## src/rtl/spi_mode_master.sv

```systemverilog
module spi_mode_master #(
  parameter int DIV = 4,
  parameter int W   = 8
) (
  input  logic         clk,
  input  logic         rst_n,
  input  logic         start,
  input  logic [W-1:0] tx_byte,
  input  logic         cpol,
  input  logic         cpha,
  input  logic         lsb_first,
  output logic         busy,
  output logic         done,
  output logic [W-1:0] rx_byte,
  output logic         ss_n,
  output logic         sclk,
  output logic         mosi,
  input  logic         miso
);
  localparam int CW = (DIV > 1) ? $clog2(DIV) : 1;
  localparam int PW = $clog2(2 * W + 1);
  localparam int BW = $clog2(W + 1);
  localparam logic [CW-1:0] CNT_END = CW'(DIV - 1);
  localparam logic [PW-1:0] PH_END  = PW'(2 * W);
  localparam logic [BW-1:0] TOP_BIT = BW'(W - 1);
  localparam logic [BW-1:0] NBITS   = BW'(W);

  logic          busy_r, done_r, ss_r, sclk_r, mosi_r;
  logic          cpol_l, cpha_l, lsb_l;
  logic [W-1:0]  tx_l, rx_sh, rx_q;
  logic [CW-1:0] cnt;
  logic [PW-1:0] ph;
  logic [BW-1:0] nb;
  logic          tick, samp, last;

  assign tick = busy_r && (cnt == CNT_END);
  assign last = (ph == PH_END);
  assign samp = (ph[0] == cpha_l);

  always_ff @(posedge clk or negedge rst_n) begin
    if (!rst_n) begin
      busy_r <= 1'b0;
      done_r <= 1'b0;
      ss_r   <= 1'b1;
      sclk_r <= 1'b0;
      mosi_r <= 1'b0;
      cpol_l <= 1'b0;
      cpha_l <= 1'b0;
      lsb_l  <= 1'b0;
      tx_l   <= '0;
      rx_sh  <= '0;
      rx_q   <= '0;
      cnt    <= '0;
      ph     <= '0;
      nb     <= '0;
    end else begin
      done_r <= 1'b0;
      if (!busy_r) begin
        if (start) begin
          busy_r <= 1'b1;
          ss_r   <= 1'b0;
          sclk_r <= cpol;
          cpol_l <= cpol;
          cpha_l <= cpha;
          lsb_l  <= lsb_first;
          tx_l   <= tx_byte;
          rx_sh  <= '0;
          cnt    <= '0;
          ph     <= '0;
          if (cpha) begin
            mosi_r <= 1'b0;
            nb     <= '0;
          end else begin
            mosi_r <= lsb_first ? tx_byte[0] : tx_byte[W-1];
            nb     <= BW'(1);
          end
        end
      end else begin
        cnt <= tick ? '0 : cnt + CW'(1);
        if (tick) begin
          if (last) begin
            busy_r <= 1'b0;
            ss_r   <= 1'b1;
            done_r <= 1'b1;
            rx_q   <= rx_sh;
          end else begin
            ph     <= ph + PW'(1);
            sclk_r <= ~sclk_r;
            if (samp) begin
              rx_sh <= lsb_l ? {miso, rx_sh[W-1:1]} : {rx_sh[W-2:0], miso};
            end else if (nb < NBITS) begin
              mosi_r <= lsb_l ? tx_l[nb] : tx_l[TOP_BIT - nb];
              nb     <= nb + BW'(1);
            end
          end
        end
      end
    end
  end

  assign busy    = busy_r;
  assign done    = done_r;
  assign rx_byte = rx_q;
  assign ss_n    = ss_r;
  assign sclk    = busy_r ? sclk_r : cpol;
  assign mosi    = mosi_r;

  a_r2_all_bits_sent: assert property (@(posedge clk) disable iff (!rst_n)
    done_r |-> (nb == NBITS));
  a_r2_clock_rests: assert property (@(posedge clk) disable iff (!rst_n)
    done_r |-> (sclk_r == cpol_l));
  a_r3_data_held_at_sample: assert property (@(posedge clk) disable iff (!rst_n)
    (tick && !last && samp) |=> $stable(mosi_r));
  a_r6_single_pulse: assert property (@(posedge clk) disable iff (!rst_n)
    done_r |=> !done_r);
  a_r6_end_together: assert property (@(posedge clk) disable iff (!rst_n)
    done_r |-> (ss_n && !busy_r));
  a_r8_settings_hold: assert property (@(posedge clk) disable iff (!rst_n)
    (busy_r && $past(busy_r)) |-> $stable({cpol_l, cpha_l, lsb_l, tx_l}));
  a_r7_no_restart: assert property (@(posedge clk) disable iff (!rst_n)
    (busy_r && !tick) |=> (busy_r && $stable(ph)));
endmodule

```

## config.mk

```make
export PLATFORM = sky130hd
export DESIGN_NAME = spi_mode_master
export DESIGN_NICKNAME = d
export VERILOG_FILES = /design/src/rtl/spi_mode_master.sv
export SDC_FILE = /design/constraint.sdc
export NUM_CORES = 1
export LEC_CHECK = 0
export CAP_MARGIN = 20
export CORE_MARGIN = 1.5
export CORE_UTILIZATION = 40
export DETAILED_ROUTE_END_ITERATION = 8
export GPL_TIMING_DRIVEN = 0
export PLACE_DENSITY = 0.71
export SYNTH_ARGS = -nofsm -noshare
export SYNTH_HDL_FRONTEND = slang
export SYNTH_SLANG_ARGS = --single-unit
```

## constraint.sdc

```tcl
create_clock -name clk -period 2.75 [get_ports clk]
set_clock_uncertainty 0.2 [all_clocks]
set_input_delay 0.55 -clock clk [delete_from_list [all_inputs] [get_ports clk]]
set_output_delay 0.55 -clock clk [all_outputs]
set_load 0.005 [all_outputs]
```

Word-level counts from Yosys, hierarchy flattened
Cells that the tools add are included.
Widths: inputs -> output; s select.
{"block": "totals", "reg_bits": 42, "input_bits": 15, "output_inout_bits": 13, "wordCells": 88}
{"block": "op_classes", "magnitude_cmp": 3, "reduce_logical": 8, "add_sub_neg": 4, "n_eq_ne": 9, "mux": 49, "n_bitwise": 2}
{"cell": "$mux 8", "n": 6}
{"cell": "$mux 1", "n": 28}
{"cell": "$mux 4", "n": 6}
{"cell": "$mux 5", "n": 4}
{"cell": "$lt 4x4->1 const B", "n": 3}
{"cell": "$reduce_and 3->1", "n": 3}
{"cell": "$ne 2x1->1 const B", "n": 4}
{"cell": "$bmux 1 s3", "n": 2}
{"cell": "$mux 2", "n": 3}
{"cell": "$add 5x1->5 const B", "n": 1}
{"cell": "$eq 5x5->1 const B", "n": 1}
{"cell": "$reduce_and 5->1", "n": 1}
{"cell": "$add 4x1->4 const B", "n": 1}
{"cell": "$ne 2x2->1 const B", "n": 2}
{"cell": "$reduce_and 4->1", "n": 1}
{"cell": "$sub 3x4->4 const A", "n": 1}
{"cell": "$add 2x1->2 const B", "n": 1}
{"cell": "$eq 2x2->1 const B", "n": 1}
{"cell": "$not 1->1", "n": 2}
{"cell": "$reduce_and 2->1", "n": 1}
{"cell": "$reduce_bool 2->1", "n": 1}
{"cell": "$eq 1x1->1", "n": 1}
{"cell": "$logic_and 1x1->1", "n": 1}

Longest topological paths before layout
Gate-level depths: netlist of the first run.
{"block": "depth", "word_depth": 9, "depth_mapped": 7, "depth_no_buf": 6}

Least setup slack after synthesis of the first run
Ideal clock, no wire load.
{"block": "synth_path", "kind": "reg2out", "startpoint": "reg busy_r (netlist: busy)", "endpoint": "out sclk", "setup_slack_ns": 0.682, "required_ns": 2.000, "path_buffers": 2, "path_stages_with_launch": 4, "t_arrival_ns": 1.318, "cell_sequence": "dfrtp_1 clkbuf_1 buf_1 mux2_2"}
{"block": "synth_via", "elab_chain_cells": 1}
{"item": "start: declaration", "line_no": "28", "rtl": "logic busy_r, done_r, ss_r, sclk_r, mosi_r;"}
{"item": "start signal: assignment", "line_no": "42", "rtl": "busy_r <= 1'b0;"}
{"item": "start signal: assignment", "line_no": "60", "rtl": "busy_r <= 1'b1;"}
{"item": "start signal: assignment", "line_no": "82", "rtl": "busy_r <= 1'b0;"}
{"item": "$mux 1", "line_no": "105", "rtl": "assign sclk = busy_r ? sclk_r : cpol;"}
{"item": "end: declaration", "line_no": "16", "rtl": "output logic sclk,"}
No other way between the ends.

Worst setup path in the final report of the first run
Same ends and word-level chain as after synthesis.

==> results of run 1 <==
## synthesized netlist by cell type
| cell type | n |
|---|---|
| a21o_1 | 1 |
| a21oi_1 | 4 |
| a221oi_1 | 1 |
| a31o_2 | 1 |
| a41oi_1 | 2 |
| and3_1 | 1 |
| and4bb_4 | 1 |
| buf_1 | 1 |
| buf_2 | 2 |
| clkbuf_1 | 7 |
| dfrtp_1 | 41 |
| dfstp_2 | 1 |
| ha_1 | 4 |
| inv_1 | 3 |
| mux2_2 | 14 |
| mux2i_1 | 10 |
| mux4_2 | 2 |
| nand2_1 | 50 |
| nand2b_1 | 3 |
| nand3_1 | 8 |
| nand4bb_1 | 1 |
| nor2_1 | 8 |
| nor2b_1 | 2 |
| nor3_1 | 3 |
| nor3b_1 | 1 |
| nor4_1 | 1 |
| o211ai_1 | 2 |
| o21a_1 | 1 |
| o21ai_0 | 12 |
| o31ai_1 | 1 |
| or3_1 | 2 |
| or4_4 | 1 |
| xnor2_1 | 2 |
| xor2_1 | 2 |
## worst max-delay path, stage by stage (launching register included)
cell and delay (ps):
dfrtp_2 500, buf_2 270, mux2_2 370, clkdlybuf4s50_1 440
## cell families after synthesis
logic type                 Yosys count
and+or+nand+nor                     82
DFF                                 42
muxes                               26
AOI/OAI and AO/OA                   25
buffers and inverters               13
xor gates and xnor gates             4
adders and majority gates            4
## flip-flops by register name, summed over array words and instances, names as in the netlist
name	cells
rx_byte	8
rx_sh	8
tx_l	8
ph	5
nb	4
cnt	2
busy	1
cpha_l	1
done	1
lsb_l	1
mosi	1
sclk_r	1
ss_n	1
## cell type report
| type | count | area, µm² |
|---|---|---|
| Buffer | 9 | 37.54 |
| Multi-Input combinational cell | 141 | 915.9 |
| Clock inverter | 1 | 30.03 |
| Clock buffer | 7 | 76.32 |
| Inverter | 3 | 11.26 |
| Tap cell | 67 | 83.83 |
| Timing Repair Buffer | 29 | 295.3 |
| Fill cell | 429 | 2282 |
| Sequential cell | 42 | 1054 |
## worst max path at each step
stage               startpoint  endpoint  slack, ps  cells past startpoint
floorplan                 busy      sclk        680                      3
global placement         rst_n      mosi       -150                      1
detailed placement        busy      sclk         -8                      4
CTS                       busy      sclk        110                      3
global route              busy      sclk         50                      3
finish                    busy      sclk        120                      3
## what timing repair did
action / CTS / global route
endpoints found under the setup margin: 1 / 0
hold buffers: 1 / 0
gates resized for setup: 2 / 0
hold endpoints to repair: 16 / 0
## power by group
group	switching, µW	total [µW]	internal [µW]
clock	199	471	272
sequential	226	1110	886
combinational	442	980	538
## per-stage QoR
step / util / instance area [µm²] / power [µW]
floorplan: - / 2019 / 1754
global placement: 0.4959 / 2374 / 2068
detailed placement: 0.4991 / 2389 / 2106
CTS: 0.5231 / 2504 / 2588
global route: 0.5231 / 2504 / 2772
finish: 0.5231 / 2504 / 2563
## routing by layer
layer / GRT usage / wire (µm) / vias to the layer above
met2: 0.2659 / 1895 / 24
li1: - / - / 743
met1: 0.2227 / 1904 / 725
met3: 0.03252 / 128 / 8
met5: 0 / 0 / -
met4: 0.07819 / 54 / 0
==> impl_metrics.yaml, run 1 <==
sta:
  hold_viol: 0
  max_slew_margin: 0.6191
  worstMarginPinSlew_ps: 571.3
  finalCritPeriodShare: 0.9551
  rsz0062_at_grt: "false"
  fin_hold_ws_ps: 300.0
  fmax_mhz: 380.7
  finalSetupTns_ps: 0
  setup_ws_ps: 123.3
  period_needed_ps: 2627
  setup-violations-final: 0
  slew_violations: 0
global_routing:
  grt_pass1_wl_mm: 6.941
  antenna_found_initial: 0
  grt-ovfl-total: 0
  grt.total_usage: 0.1679
  grt_start_max_net_pins: 26
  first_global_vias: 1562
clock_tree:
  post-cts-setup-buffers: 0
  numCtsBuffers: 5
  cts_buffer_depth: 2
  clk_pin_slew_worst_paths_ps: 70
  cts_tree: "done"
  h-tree-depth: 2
  clkSinkCount: 42
  clk_latency_ps: 290
  cts-root-buf: "clkbuf_8"
hold_path:
  hold_start: "cnt[0]"
  hold_path_end: "cnt[0]"
  hp-class: "flop to flop"
  holdPathStages: 1
synthesis:
  synth_fp_nets: 215
  synth.yosys.seq_area_share: 0.5211
  synth_area_mm2: 0.002019
  synthMuxAreaShare: 0.1499
  synth_compound_area_frac: 0.07559
  synth_area_leaders: "dfrtp_1 51%, nand2_1 9.3%, mux2_2 7.8%, mux2i_1 5.0%, o21ai_0 3.0%"
  syn_inst: 196
  ys_types: 34
  synth_top_family_by_area: "simple AND/OR/NAND/NOR gates"
  synth_top_area_frac: 0.5081
  syn_avg_cell_area_um2: 10.30
  yosysWarnings: 0
  synth_fa_ha_area_frac: 0.02478
  yosys.area.top_type: "dfrtp_1"
  synth-xor-area-share: 0.01735
  yosys.area_share.simple: 0.1859
  synth-seq-cells: 42
setup_path:
  start_kind: "flop"
  crit_required_ps: 2000
  arrival_ps: 1880
  worst_setup_path_end_kind: "primary output"
  worstReg2RegStart: "ph[0]"
  cp_max_fo: 13
  ff2ff_path_depth: 6
  timing.rr.end: "nb[2]"
  ff2ff_setup_slack_ps: 570
  path_class: "flop to primary output"
floorplan:
  die_h_um: 74.06
  die_area_mm2: 0.005484
  num_io_pins: 28
  row_count: 25
  start_util: 0.4220
  die_w_um: 74.06
  core_area_mm2: 0.004786
pwr:
  power_leakage_uw: 0.001134
  power_density_mw_per_mm2: 1024
  peakVddDrop_mv: 0.4643
final_layout:
  drive_gt1_frac: 0.1379
  layout.cells.non_filler: 299
  final_cell_mix: "50 x nand2_1, 40 x dfrtp_1, 26 x clkdlybuf4s50_1"
  synthToLayoutAreaGrowth_pct: 23.98
  n_antenna_cell: 0
  nets: 250
  layout_commonest_cell: "nand2_1"
route:
  vias: 1500
  avgViaCountPerCell: 5.017
  ant_nets: 0
  post-route-drc-count: 0
  drtIter0Drc: 103
  wl_per_cell_um: 13.32
  dr.pass1.iters: 4
  routed_wirelength_mm: 3.983
placement:
  globalplace.congestion: 0.8265
  dp_slack_ps: -7.692
  io_buffers: 27
  dp_cells: 291
  dpl.hpwl_mm: 2.933
run:
  max_cap_viol_count: 0
run_status:
  status: "finished, final reports clean"
Power figures use the tool's default switching activity.
==> run 2: changes to the inputs <==
--- a/constraint.sdc
+++ b/constraint.sdc
@@ -4,2 +4,2 @@
 set_output_delay 0.55 -clock clk [all_outputs]
-set_load 0.005 [all_outputs]
+set_load 0.01 [all_outputs]
==> results of run 2 <==
The final DEF is identical to that of run 1. Status: finished, final reports clean.
Among the figures that moved: setup slack after placement -7.692 ps -> -41.84 ps; setup slack after layout 123.3 ps -> 89.47 ps; total power 2563 µW -> 2589 µW; worst IR drop on VDD 0.4643 mV -> 0.4714 mV
==> run 3: changes to the inputs <==
Settings changed: DONT_BUFFER_PORTS set to 1, PLACE_DENSITY 0.71 to 0.64.
==> impl_metrics.yaml, run 3 (synthesized netlist as in run 1, its figures left out) <==
global_routing:
  grt_start_max_net_pins: 43
  grt-ovfl-total: 0
  grt.total_usage: 0.1622
  antenna_found_initial: 0
  gr-usage-met2: 0.2460
  grtUsageMet3: 0.05962
  top_usage_layer: "met2"
  grt_util_met1: 0.2174
  grt_pass1_wl_mm: 6.706
  first_global_vias: 1424
sta:
  worstMarginPinSlew_ps: 644.4
  slew_violations: 0
  max_slew_margin: 0.5664
  hold_viol: 0
  finalCritPeriodShare: 0.9380
  finalSetupTns_ps: 0
  setup-violations-final: 0
  period_needed_ps: 2579
  rsz0062_at_grt: "false"
  fmax_mhz: 387.7
final_layout:
  drive_gt1_frac: 0.1553
  n_antenna_cell: 0
  final_area_mm2: 0.002233
  nets: 224
  synthToLayoutAreaGrowth_pct: 10.59
  layout_commonest_cell: "nand2_1"
  final_util: 0.4667
  final_cell_mix: "50 x nand2_1, 41 x dfrtp_1, 14 x mux2_2"
route:
  routed_wirelength_mm: 3.898
  post-route-drc-count: 0
  wl_per_cell_um: 14.28
  dr.pass1.iters: 4
  drtIter0Drc: 67
  vias: 1381
  ant_nets: 0
  avgViaCountPerCell: 5.059
clock_tree:
  cts_buffer_depth: 2
  cts-root-buf: "clkbuf_8"
  post-cts-setup-buffers: 0
  cts_tree: "done"
  clk_pin_slew_worst_paths_ps: 80
  clk_latency_ps: 290
  h-tree-depth: 2
  numCtsBuffers: 5
  clkSinkCount: 42
pwr:
  power_leakage_uw: 0.001029
  fin_total_pwr_uw: 2395
  p_int_uw: 1511
  power_density_mw_per_mm2: 1073
  peakVddDrop_mv: 0.5057
  clock_power_share: 0.176
  p_sw_frac: 0.3693
  seqPwrFrac: 0.474
  switching_power_uw: 884.5
  pwr-share-comb: 0.350
setup_path:
  timing.rr.end: "nb[2]"
  worst_setup_path_end_kind: "primary output"
  path_class: "flop to primary output"
  ff2ff_path_depth: 6
  cp_max_fo: 10
  ff2ff_setup_slack_ps: 550
  arrival_ps: 1830
  start_kind: "flop"
  crit_required_ps: 2000
  worstReg2RegStart: "ph[0]"
floorplan:
  die_w_um: 74.06
  start_util: 0.4220
  core_area_mm2: 0.004786
  num_io_pins: 28
  die_area_mm2: 0.005484
  die_h_um: 74.06
  row_count: 25
hold_path:
  hold_start: "tx_byte[7]"
  holdPathStages: 2
  hold_path_end: "tx_l[7]"
  hp-class: "input port to flop"
placement:
  dpl.hpwl_mm: 2.828
  dpl_cell_area_mm2: 0.002103
  globalplace.congestion: 0.7498
  io_buffers: 0
run:
  max_cap_viol_count: 0
run_status:
  status: "finished, final reports clean"
==> run 3: routing by layer <==
layer | part of all wire | routed length, µm
met5 | 0 | 0
met4 | 0.0046 | 18
met3 | 0.051 | 199
met2 | 0.46 | 1805
met1 | 0.48 | 1874
==> run 3: metrics by stage <==
stage	hold slack, ps	setup slack, ps	cells
finish	164.1	170.6	273
global route	155.6	41.66	273
CTS	152.8	152.1	273
detailed placement	55.81	313.9	263
global placement	55.78	320.0	263
floorplan	54.41	624.6	196
==> run 3: worst max-delay path by stage <==
stage / start / endpoint / slack, ps / cells past startpoint
3_5_place_dp: busy / sclk / 310 / 3
3_3_place_gp: busy / sclk / 320 / 3
2_1_floorplan: busy / sclk / 620 / 3
5_1_grt: busy / sclk / 40 / 3
6_report: busy / sclk / 170 / 3
4_1_cts: busy / sclk / 150 / 3
==> run 3: layout make-up <==
cell class | count | area [µm²]
plain buffers | 10 | 41.29
clock buffers | 6 | 82.58
repair buffers | 2 | 30.03
multi-input cells | 141 | 915.9
fillers | 456 | 2552
well taps | 67 | 83.83
clock inverters | 2 | 16.27
inverters | 3 | 11.26
flip-flops and latches | 42 | 1052
==> run 3: critical path, cell delays in order (launching register included) <==
cell,delay [ps]
dfrtp_1,450
clkbuf_1,380
buf_2,310
mux2_2,400
==> run 3: timing repair <==
| item | CTS | global route |
|---|---|---|
| endpoints found under the setup margin | 1 | 0 |
| gates resized for setup | 1 | 0 |
| endpoints found under the hold margin | 42 | 0 |
| hold buffers | 2 | 0 |
==> run 3: power groups by stage <==
stage	combinational, µW	clock [µW]	sequential (µW)
after floorplan	698	0	1080
after global placement	798	0	1150
after detailed placement	827	0	1150
after CTS	849	440	1140
after global routing	966	465	1180
final	837	423	1140
